File: config.mk
export PLATFORM = sky130hd
export DESIGN_NAME = aud_tx_ctrl
export DESIGN_NICKNAME = d
export VERILOG_FILES = /design/src/rtl/aud_tx_pkg.sv /design/src/rtl/aud_tx_fifo.sv /design/src/rtl/aud_tx_bitclk.sv /design/src/rtl/aud_tx_serial.sv /design/src/rtl/aud_tx_ctrl.sv
export SDC_FILE = /design/constraint.sdc
export NUM_CORES = 1
export LEC_CHECK = 0
export BUFFER_PORTS_ARGS = -buffer_cell sky130_fd_sc_hd__buf_2
export CAP_MARGIN = 25
export CORE_MARGIN = 5
export CORE_UTILIZATION = 60
export DETAILED_ROUTE_END_ITERATION = 6
export PLACE_DENSITY = 0.77
export SYNTH_ARGS = -nofsm -noshare
export SYNTH_HDL_FRONTEND = slang
export SYNTH_HIERARCHICAL = 1
export SYNTH_SLANG_ARGS = --single-unit
export TNS_END_PERCENT = 100
File: constraint.sdc
create_clock -name clk -period 9.7 [get_ports clk]
set_input_delay 0 -clock clk [delete_from_list [all_inputs] [get_ports clk]]
set_output_delay 0 -clock clk [all_outputs]
set_load 0.005 [all_outputs]
File: src/rtl/aud_tx_pkg.sv
package aud_tx_pkg;
  localparam int SAMPLE_W = 24;
  localparam int AW       = 6;

  localparam logic [AW-1:0] OFS_CFG  = 6'h00;
  localparam logic [AW-1:0] OFS_CTL  = 6'h04;
  localparam logic [AW-1:0] OFS_FMT  = 6'h10;
  localparam logic [AW-1:0] OFS_QST  = 6'h14;
  localparam logic [AW-1:0] OFS_PST  = 6'h1C;
  localparam logic [AW-1:0] OFS_DIV  = 6'h30;
  localparam logic [AW-1:0] OFS_DATA = 6'h34;

  function automatic logic [4:0] size_bits(input logic [2:0] code);
    case (code)
      3'd0:    return 5'd8;
      3'd3:    return 5'd20;
      3'd4:    return 5'd24;
      default: return 5'd16;
    endcase
  endfunction
endpackage

File: src/rtl/aud_tx_fifo.sv
module aud_tx_fifo #(
  parameter int DEPTH = 32,
  parameter int WIDTH = 24,
  localparam int PW   = $clog2(DEPTH),
  localparam int LW   = PW + 1
) (
  input  logic             clk,
  input  logic             rst,
  input  logic             clr,
  input  logic             push,
  input  logic [WIDTH-1:0] push_data,
  input  logic             pop,
  output logic [WIDTH-1:0] head,
  output logic             empty,
  output logic [LW-1:0]    level
);
  localparam logic [LW-1:0] FULL_LVL = LW'(DEPTH);

  logic [WIDTH-1:0] mem [DEPTH];
  logic [PW-1:0]    wptr, rptr;
  logic             do_push, do_pop;

  assign do_push = push && (level != FULL_LVL);
  assign do_pop  = pop && (level != '0);
  assign empty   = (level == '0);
  assign head    = mem[rptr];

  always_ff @(posedge clk) begin
    if (do_push) mem[wptr] <= push_data;
  end

  always_ff @(posedge clk) begin
    if (rst || clr) begin
      wptr  <= '0;
      rptr  <= '0;
      level <= '0;
    end else begin
      if (do_push) wptr <= wptr + 1'b1;
      if (do_pop)  rptr <= rptr + 1'b1;
      case ({do_push, do_pop})
        2'b10:   level <= level + 1'b1;
        2'b01:   level <= level - 1'b1;
        default: level <= level;
      endcase
    end
  end

  AST_FIFO_NO_OVERFLOW: assert property (@(posedge clk) disable iff (rst)
    level <= FULL_LVL);
  AST_FLUSH_EMPTIES: assert property (@(posedge clk) disable iff (rst)
    clr |=> (level == '0));
endmodule

File: src/rtl/aud_tx_bitclk.sv
module aud_tx_bitclk #(
  parameter int DIV_W = 4
) (
  input  logic             clk,
  input  logic             rst,
  input  logic             run,
  input  logic             master,
  input  logic [DIV_W-1:0] div,
  input  logic             ext_bclk,
  output logic             bclk,
  output logic             fall_evt
);
  logic [DIV_W-1:0] cnt;
  logic             s1, s2, s3;
  logic             tick;

  assign tick     = (cnt == div);
  assign fall_evt = run && (master ? (tick && bclk) : (s3 && !s2));

  always_ff @(posedge clk) begin
    if (rst || !run) begin
      cnt  <= '0;
      bclk <= 1'b1;
    end else if (tick) begin
      cnt  <= '0;
      bclk <= ~bclk;
    end else begin
      cnt  <= cnt + 1'b1;
    end
  end

  always_ff @(posedge clk) begin
    if (rst) begin
      s1 <= 1'b1; s2 <= 1'b1; s3 <= 1'b1;
    end else begin
      s1 <= ext_bclk; s2 <= s1; s3 <= s2;
    end
  end

  AST_BCLK_HOLD: assert property (@(posedge clk) disable iff (rst)
    (run && master && $past(run) && !$past(tick)) |-> $stable(bclk));
endmodule

File: src/rtl/aud_tx_serial.sv
module aud_tx_serial
  import aud_tx_pkg::*;
(
  input  logic                clk,
  input  logic                rst,
  input  logic                clr,
  input  logic                run,
  input  logic                fall_evt,
  input  logic                frame_master,
  input  logic                ext_ws,
  input  logic                msb_just,
  input  logic [2:0]          size_code,
  input  logic                mono,
  input  logic                repeat_last,
  input  logic                q_empty,
  input  logic [SAMPLE_W-1:0] q_head,
  output logic                pop,
  output logic                underrun_set,
  output logic                sdata,
  output logic                ws,
  output logic                busy
);
  logic [5:0]          pos, npos;
  logic                w1, w2;
  logic                load, need_pop;
  logic [SAMPLE_W-1:0] cur, new_samp, samp_sel;
  logic [4:0]          nbits, k, idx;
  logic                sbit;

  always_comb begin
    if (!frame_master && (w2 != pos[5])) npos = {w2, 5'd0};
    else                                 npos = pos + 6'd1;
  end

  assign load         = run && fall_evt && (npos[4:0] == 5'd0);
  assign need_pop     = load && (!npos[5] || !mono);
  assign pop          = need_pop && !q_empty;
  assign underrun_set = need_pop && q_empty;

  always_comb begin
    if (mono && npos[5])  new_samp = cur;
    else if (!q_empty)    new_samp = q_head;
    else if (repeat_last) new_samp = cur;
    else                  new_samp = '0;
  end

  assign samp_sel = load ? new_samp : cur;
  assign nbits    = size_bits(size_code);
  assign k        = msb_just ? npos[4:0] : (npos[4:0] - 5'd1);
  assign idx      = nbits - 5'd1 - k;
  assign sbit     = (k < nbits) ? samp_sel[idx] : 1'b0;
  assign ws       = pos[5];

  always_ff @(posedge clk) begin
    if (rst) begin
      w1 <= 1'b1; w2 <= 1'b1;
    end else begin
      w1 <= ext_ws; w2 <= w1;
    end
  end

  always_ff @(posedge clk) begin
    if (rst || clr || !run) begin
      pos   <= '1;
      cur   <= '0;
      sdata <= 1'b0;
      busy  <= 1'b0;
    end else if (fall_evt) begin
      pos   <= npos;
      sdata <= sbit;
      busy  <= 1'b1;
      if (load) cur <= new_samp;
    end
  end

  AST_POP_WHEN_RUN: assert property (@(posedge clk) disable iff (rst)
    pop |-> run);
  AST_SDATA_IDLE: assert property (@(posedge clk) disable iff (rst)
    !run |=> !sdata);
  AST_MONO_ONE_POP: assert property (@(posedge clk) disable iff (rst)
    (mono && load && npos[5]) |-> !pop);
endmodule

File: src/rtl/aud_tx_ctrl.sv
module aud_tx_ctrl
  import aud_tx_pkg::*;
#(
  parameter int FIFO_DEPTH = 32,
  parameter int DIV_W      = 4,
  parameter int THR_W      = 4,
  localparam int LW        = $clog2(FIFO_DEPTH) + 1
) (
  input  logic        clk,
  input  logic        rst,
  input  logic        csr_sel,
  input  logic        csr_we,
  input  logic [5:0]  csr_addr,
  input  logic [31:0] csr_wdata,
  output logic [31:0] csr_rdata,
  input  logic        ext_bclk,
  input  logic        ext_ws,
  output logic        bclk_out,
  output logic        ws_out,
  output logic        sdata_out,
  output logic        dma_req
);
  logic             cfg_en, cfg_fm, cfg_bm, cfg_rpt;
  logic [THR_W-1:0] cfg_thr;
  logic [2:0]       ctl_size;
  logic             ctl_dma, ctl_mono, ctl_play;
  logic             fmt_msbj;
  logic [DIV_W-1:0] div_q;
  logic             underrun_q;

  logic             wr, rd, soft_rst, flush, push, run;
  logic             q_pop, q_empty, urun_set, busy, ser_ws, bclk_int, fall_evt;
  logic [SAMPLE_W-1:0] q_head;
  logic [LW-1:0]    level;
  logic [31:0]      rd_mux;

  assign wr       = csr_sel && csr_we;
  assign rd       = csr_sel && !csr_we;
  assign soft_rst = wr && (csr_addr == OFS_CFG) && csr_wdata[3];
  assign flush    = wr && (csr_addr == OFS_CTL) && csr_wdata[8];
  assign push     = wr && (csr_addr == OFS_DATA);
  assign run      = cfg_en && ctl_play;

  always_ff @(posedge clk) begin
    if (rst) begin
      {cfg_en, cfg_fm, cfg_bm, cfg_rpt} <= '0;
      cfg_thr  <= '0;
      ctl_size <= '0;
      {ctl_dma, ctl_mono, ctl_play} <= '0;
      fmt_msbj <= 1'b0;
      div_q    <= '0;
    end else if (wr) begin
      case (csr_addr)
        OFS_CFG: begin
          cfg_en  <= csr_wdata[0];
          cfg_fm  <= csr_wdata[1];
          cfg_bm  <= csr_wdata[2];
          cfg_rpt <= csr_wdata[6];
          cfg_thr <= csr_wdata[8 +: THR_W];
        end
        OFS_CTL: begin
          ctl_size <= csr_wdata[21:19];
          ctl_dma  <= csr_wdata[14];
          ctl_mono <= csr_wdata[11];
          ctl_play <= csr_wdata[1];
        end
        OFS_FMT: fmt_msbj <= csr_wdata[0];
        OFS_DIV: div_q    <= csr_wdata[DIV_W-1:0];
        default: ;
      endcase
    end
  end

  always_ff @(posedge clk) begin
    if (rst || soft_rst)   underrun_q <= 1'b0;
    else if (urun_set)     underrun_q <= 1'b1;
    else if (wr && csr_addr == OFS_QST && csr_wdata[8]) underrun_q <= 1'b0;
  end

  always_ff @(posedge clk) begin
    if (rst) dma_req <= 1'b0;
    else     dma_req <= run && ctl_dma && (level <= LW'({cfg_thr, 1'b0}));
  end

  always_comb begin
    rd_mux = '0;
    case (csr_addr)
      OFS_CFG: begin
        rd_mux[0] = cfg_en; rd_mux[1] = cfg_fm; rd_mux[2] = cfg_bm;
        rd_mux[6] = cfg_rpt; rd_mux[8 +: THR_W] = cfg_thr;
      end
      OFS_CTL: begin
        rd_mux[21:19] = ctl_size; rd_mux[14] = ctl_dma;
        rd_mux[11] = ctl_mono; rd_mux[1] = ctl_play;
      end
      OFS_FMT: rd_mux[0] = fmt_msbj;
      OFS_QST: begin rd_mux[LW-1:0] = level; rd_mux[8] = underrun_q; end
      OFS_PST: rd_mux[2] = busy;
      OFS_DIV: rd_mux[DIV_W-1:0] = div_q;
      default: ;
    endcase
  end

  always_ff @(posedge clk) begin
    if (rst)     csr_rdata <= '0;
    else if (rd) csr_rdata <= rd_mux;
  end

  aud_tx_fifo #(.DEPTH(FIFO_DEPTH), .WIDTH(SAMPLE_W)) u_fifo (
    .clk(clk), .rst(rst), .clr(soft_rst || flush),
    .push(push), .push_data(csr_wdata[SAMPLE_W-1:0]),
    .pop(q_pop), .head(q_head), .empty(q_empty), .level(level)
  );

  aud_tx_bitclk #(.DIV_W(DIV_W)) u_bclk (
    .clk(clk), .rst(rst), .run(run), .master(cfg_bm), .div(div_q),
    .ext_bclk(ext_bclk), .bclk(bclk_int), .fall_evt(fall_evt)
  );

  aud_tx_serial u_ser (
    .clk(clk), .rst(rst), .clr(soft_rst), .run(run), .fall_evt(fall_evt),
    .frame_master(cfg_fm), .ext_ws(ext_ws), .msb_just(fmt_msbj),
    .size_code(ctl_size), .mono(ctl_mono), .repeat_last(cfg_rpt),
    .q_empty(q_empty), .q_head(q_head), .pop(q_pop),
    .underrun_set(urun_set), .sdata(sdata_out), .ws(ser_ws), .busy(busy)
  );

  assign bclk_out = run && cfg_bm && bclk_int;
  assign ws_out   = run && cfg_fm && ser_ws;

  AST_DMA_NEEDS_PLAY: assert property (@(posedge clk) disable iff (rst)
    !run |=> !dma_req);
  AST_SLAVE_BCLK_LOW: assert property (@(posedge clk) disable iff (rst)
    !cfg_bm |-> !bclk_out);
  AST_UNDERRUN_STICKY: assert property (@(posedge clk) disable iff (rst)
    (urun_set && !soft_rst) |=> underrun_q);
endmodule

==> out/metrics.cfg, run 1 <==
[routing]
vias = 19400
first_pass_iters = 7
drt_iter0_drc = 2796
vias_per_cell = 6.55
wl_per_cell_um = 28.1
drtAntennaViolNets = 0
routed_wl_mm = 83.0
route.detailed.drc = 8

[power_and_ir_drop]
ir_drop_uv = 152
p_leak_nw = 12.2
comb_power_share_pct = 1.2
p_int_mw = 6.00
clkPwrFrac_pct = 44.1
p_sw_share_pct = 19.1
power_mw = 7.42
p_switching_mw = 1.42
pwr-share-seq_pct = 54.7
pwr_density_cell_nw_per_um2 = 188

[layout]
diodes = 0
layout.nets = 2190
layout_commonest_cell = edfxtp_1
area_growth_pct = 14.1
layout_common_cells = 768 x edfxtp_1, 214 x mux2i_1, 164 x a22oi_1, 97 x dfxtp_1, 96 x mux4_2
fillCellCount = 3522
instances_no_fill = 2959
post-route-cell-area_um2 = 39400
drive_gt1_share_pct = 18.5
finish.utilization_pct = 68.7

[clocking]
clk-insertion-delay-late_ns = 0.63
cts_resized = 0
clock_tree.htree_level_count = 3
clk_path_buf_depth = 3
cts_root_buffer = clkbuf_16
cts_tree = yes
hold_buffers = 43
cts_sinks = 867
post_cts_buffers = 0
clk_pin_slew_ns = 0.06
numCtsBuffers = 83

[placement]
pre_cts_ws_ns = 5.02
post-place-cells = 2757
io_buffers = 54
gp_congestion = 0.812
dp_hpwl_mm = 47.5
placed_area_um2 = 36100

[timing]
tightestPinTransition_ns = 1.08
fmax_mhz = 209
hold_ws_ns = 0.122
rsz0062_at_grt = false
finalCriticalPeriod_ns = 4.79
clock-skew-final_ns = 0.0296
postLayoutSetupSlackWorst_ns = 4.91
post-route-period-util_pct = 49.4
slew_violations = 0
setup_viol = 0
relSlewSlack_pct = 27.8
finalSetupTns_ns = 0
hold_viol = 0

[die]
dieHeight_um = 250
fp.dieW_um = 250
die_area_um2 = 62500
initial_utilization_pct = 60.2
io_pins = 80
rows = 88
fp.coreArea_um2 = 57400

[synthesis]
synth_cells = 2010
yosysWarningCount = 6
syn-cell-area_um2 = 34500
yosysTopAreaCell = edfxtp_1
synth_seq_area_share_pct = 72.5
synth.top_cells.by_area = edfxtp_1 67%, mux4_2 6.3%, mux2i_1 6.2%
ys_ff_latch = 867
synth_top_area_share_pct = 66.8
synthDistinctLibCells = 82
synth_edf_count = 768
async_flop_share_pct = 0
ys.flop_type = edfxtp_1
avgSynthCellArea_um2 = 17.2

[global_routing]
overflow = 0
gr-usage-all-layers_pct = 26.0
busiest_layer = met2
grt_pass1_wl_mm = 122
met1_usage_pct = 35.9
grt_use_met3_pct = 3.92
first_global_vias = 19100
grt_max_degree = 117
antenna_found_initial = 0
use_met2_pct = 43.8

[status]
violations = design-rule violations
status = complete, but fails checks

[min_path]
hold_depth = 7
min_path_type = in -> reg

[job]
maxCapViolations = 0

[worst_setup_path]
worstSetupPathType = reg -> reg
required_ns = 10.18
cp-start-kind = register
worst_ep_arrival_time_ns = 5.27
cp-end-kind = register
rr_worst_depth = 11
cp_max_fo = 41

[metal layers]
metal	part of all wire, %	up-vias
li1	-	8220
met1	38	9945
met2	50	1050
met3	8.5	176
met4	3.1	0
met5	0	-
[worst paths after layout]
kind / startpoint / end / slack, ns
max: register / u_ser/sdata / 4.91
min: csr_addr[3] / u_fifo/wptr[3] / 0.12
max reg2reg: register / u_ser/sdata / 4.91
min reg2reg: u_ser/w1 / u_ser/w2 / 0.41
[area by class of cell]
class                      count  area, µm²  area share (%)
clock buffer                 106       2220            5.64
clock inverter                47        543            1.38
inverter                      21       78.8           0.200
multi-input combinational   1006       9040            22.9
sequential                   867      25100            63.5
tap                          765        957            2.43
timing repair buffer         147       1540            3.90
[critical path, cell delays in order, from the launching register on]
cell	delay (ns)
dfxtp_4	0.63
buf_4	0.73
nor2b_4	0.88
buf_4	0.54
a22oi_1	0.16
nand3_1	0.15
nand4_1	0.23
a22oi_1	0.28
a22oi_1	0.17
and4b_1	0.21
nor4_1	0.51
a211oi_1	0.12
[cell usage after synthesis (7+ instances only)]
library cell and instances:
nand3b_1 8, inv_1 21, a22oi_1 164, ha_1 19, xnor2_1 7, clkbuf_1 56
edfxtp_1 768, a31oi_1 7, buf_4 19, o21ai_0 13, nand2b_1 11, nor2_1 112
and3_1 9, or2_2 9, mux4_2 96, a21oi_1 31, nor2b_1 8, nor3_1 14
buf_6 7, nand3_1 68, nand4_1 29, mux2i_1 214, buf_2 47, nand2_1 60
xor2_1 16, dfxtp_1 99
[state kept, by name (all words and copies together), names as in the netlist, 4 cells and up, named ones only]
signal / cells
u_fifo/wptr: 5
u_ser/pos: 6
u_fifo/rptr: 5
u_ser/cur: 24
div_q: 4
csr_rdata: 15
u_bclk/cnt: 4
u_fifo/level: 6
cfg_thr: 4
u_fifo/mem: 768
[cells by family after synthesis]
| group | count (synthesis) | share of synthesized area (%) |
|---|---|---|
| AO/OA/AOI/OAI | 262 | 5.71 |
| XOR/XNOR | 25 | 0.710 |
| adder cells (fa/ha/maj) | 20 | 0.746 |
| buffers and inverters | 153 | 2.19 |
| flip-flops | 867 | 72.5 |
| multiplexers | 313 | 12.6 |
| other | 1 | 0.0109 |
| AND/OR/NAND/NOR | 369 | 5.58 |
[power by group through the flow]
stage	sequential [mW]	combinational (mW)	clock (mW)
3_5_place_dp	4.14	0.0746	0
3_3_place_gp	4.14	0.0691	0
6_report	4.06	0.0879	3.27
4_1_cts	4.06	0.0865	3.30
5_1_grt	4.06	0.0963	3.48
2_1_floorplan	4.14	0.0222	0
(Power assumes the default switching activity.)
==> inputs of run 2 (changes only) <==
- ABC_AREA: unset -> 1
- clock period: 9.7 -> 4.9 ns (I/O delays scaled with it)
==> out/metrics.cfg, run 2 <==
[routing]
route.detailed.drc = 0
routed_wl_mm = 96.5
first_pass_iters = 6
vias = 26500
wl_per_cell_um = 22.2
drtAntennaViolNets = 0
drt_iter0_drc = 3424
vias_per_cell = 6.10

[timing]
post-route-period-util_pct = 78.2
slew_violations = 0
fmax_mhz = 261
finalSetupTns_ns = 0
relSlewSlack_pct = 26.2
hold_viol = 0
rsz0062_at_grt = false
setup_viol = 0
clock-skew-final_ns = 0.0272
finalCriticalPeriod_ns = 3.83
tightestPinTransition_ns = 1.10

[clocking]
cts_sinks = 867
numCtsBuffers = 86
cts_tree = yes
clk_path_buf_depth = 3
cts_resized = 0
clk_pin_slew_ns = 0.06
clk-insertion-delay-late_ns = 0.65
post_cts_buffers = 0
cts_root_buffer = clkbuf_16
clock_tree.htree_level_count = 3

[global_routing]
gr-usage-all-layers_pct = 27.9
overflow = 0
grt_pass1_wl_mm = 144
antenna_found_initial = 1
grt_max_degree = 205
first_global_vias = 25500

[die]
die_area_um2 = 66500
fp.dieW_um = 258
rows = 90
dieHeight_um = 258
initial_utilization_pct = 60.8
io_pins = 80
fp.coreArea_um2 = 60600

[synthesis]
synth_cells = 3455
ys_ff_latch = 867
synth.top_cells.by_area = edfxtp_1 63%, nand2_1 12%, nand3_1 7.8%
synth_seq_area_share_pct = 68.0
yosysTopAreaCell = edfxtp_1
synth_edf_count = 768
ys_top_cells_by_count = 1,157 x nand2_1, 768 x edfxtp_1, 571 x nand3_1
avgSynthCellArea_um2 = 10.7
synthDistinctLibCells = 40
async_flop_share_pct = 0
ys.flop_type = edfxtp_1
yosysWarningCount = 6
synth_top_area_share_pct = 62.6
syn-cell-area_um2 = 36800
synth.most_common_cell = nand2_1

[placement]
gp_congestion = 0.882
io_buffers = 54
dp_hpwl_mm = 52.8

[power_and_ir_drop]
comb_power_share_pct = 1.4
pwr-share-seq_pct = 54.3
clkPwrFrac_pct = 44.3
pwr_density_cell_nw_per_um2 = 356
ir_drop_uv = 305
p_int_mw = 12.0
p_leak_nw = 15.2
p_switching_mw = 2.84
power_mw = 14.8
p_sw_share_pct = 19.2

[layout]
area_growth_pct = 12.8
diodes = 0
top_regs = u_fifo/mem (768), u_ser/cur (24), csr_rdata (15)
drive_gt1_share_pct = 8.89
regMostFlops = u_fifo/mem
layout_commonest_cell = nand2_1
layout.nets = 3568
layout_common_cells = 1,157 x nand2_1, 768 x edfxtp_1, 571 x nand3_1, 203 x a21oi_1, 115 x inv_1
largest_reg_flops = 768

[job]
maxCapViolations = 0

[worst_setup_path]
required_ns = 5.43
cp-end-kind = register
cp_max_fo = 8
worst_ep_arrival_time_ns = 4.36
worstSetupPathType = reg -> reg
cp-start-kind = register

[status]
status = finished clean

[min_path]
min_path_type = in -> reg

[run 2: cell count changes after synthesis, sizes merged, moves of 22 or more]
cell / change
o31ai: +22
a22oi: -169
a21oi: +178
nand2: +1102
buf: +92
inv: +104
mux2i: -214
nor2: +24
mux4: -96
o21ai: +49
nand3: +510
[run 2: repair_timing]
item / CTS / global route
setup endpoints to repair: 0 / 0
hold endpoints to repair: 813 / 0
hold buffers: 46 / 0
[run 2: cells by family (layout without fill, tap and decap cells)]
family | Yosys count | count (layout) | synth area share, %
xor gates and xnor gates | 16 | 16 | 0.401
AOI/OAI and AO/OA | 303 | 303 | 4.42
and+or+nand+nor | 1908 | 1908 | 21.9
buffers and inverters | 340 | 434 | 4.55
DFF | 867 | 867 | 68.0
adders and majority gates | 20 | 20 | 0.700
other | 1 | 17 | 0.0102
[run 2: worst paths after layout]
check,start,endpoint,slack [ns],cells after the start
setup / recovery,u_bclk/cnt[2],u_fifo/level[4],1.07,26
hold / removal,rst,cfg_thr[0],0.28,3
setup reg to reg,u_bclk/cnt[2],u_fifo/level[4],1.07,26
hold reg to reg,u_ser/w1,u_ser/w2,0.42,1
[run 2: layout make-up]
type	count	area (µm²)
multi-input combinational	2264	10400
sequential	867	25100
tap	782	978
fill	4161	19000
clock inverter	38	452
inverter	127	497
timing repair buffer	158	1830
clock buffer	111	2330
[run 2: power groups by stage]
stage	Clock (mW)	Sequential, mW	Combinational (mW)
finish	6.55	8.04	0.202
CTS	6.61	8.04	0.200
floorplan	0	8.20	0.0540
global placement	0	8.20	0.165
detailed placement	0	8.20	0.175
global route	6.94	8.04	0.222
[run 2: stage by stage]
stage	setup WS, ns	util [%]	cell area, µm²	cells	hold slack, ns
6_report	1.07	68.6	41600	4347	0.276
5_1_grt	0.506	68.6	41600	4347	0.300
4_1_cts	1.13	67.9	41200	4332	0.246
3_5_place_dp	1.19	62.6	37900	4137	0.191
3_3_place_gp	1.25	61.9	37500	4121	0.190
2_1_floorplan	1.69	-	36900	3471	0.0691
[run 2: critical path, cell delays in order, from the launching register on]
cell and delay, ns:
dfxtp_1 0.39, inv_1 0.06, nand2_1 0.05, nand2_1 0.05, nor2_2 0.14, nand3_1 0.11, a21oi_1 0.40, nand3_1 0.17
inv_1 0.10, nand3_2 0.10, nor2_4 0.10, nand2_1 0.09, nor2_1 0.11, nand2_1 0.15, inv_1 0.23, ha_1 0.37
inv_1 0.15, nand2_1 0.10, nand2_1 0.07, inv_1 0.07, ha_1 0.15, o21bai_1 0.14, nand2_1 0.12, nand3_1 0.11
nand3_1 0.08, nand2_1 0.06, inv_1 0.04
[run 2: per-layer routing]
layer  wire (µm)  share of wire (%)  global-route usage [%]  up-vias
met2       45900                 48                    45.8     1579
met1       36100                 37                    37.5    12700
li1            -                  -                       -    12000
met5           0                  0                       0        -
met4        4550                4.7                    11.6        0
met3        9970                 10                    4.60      303
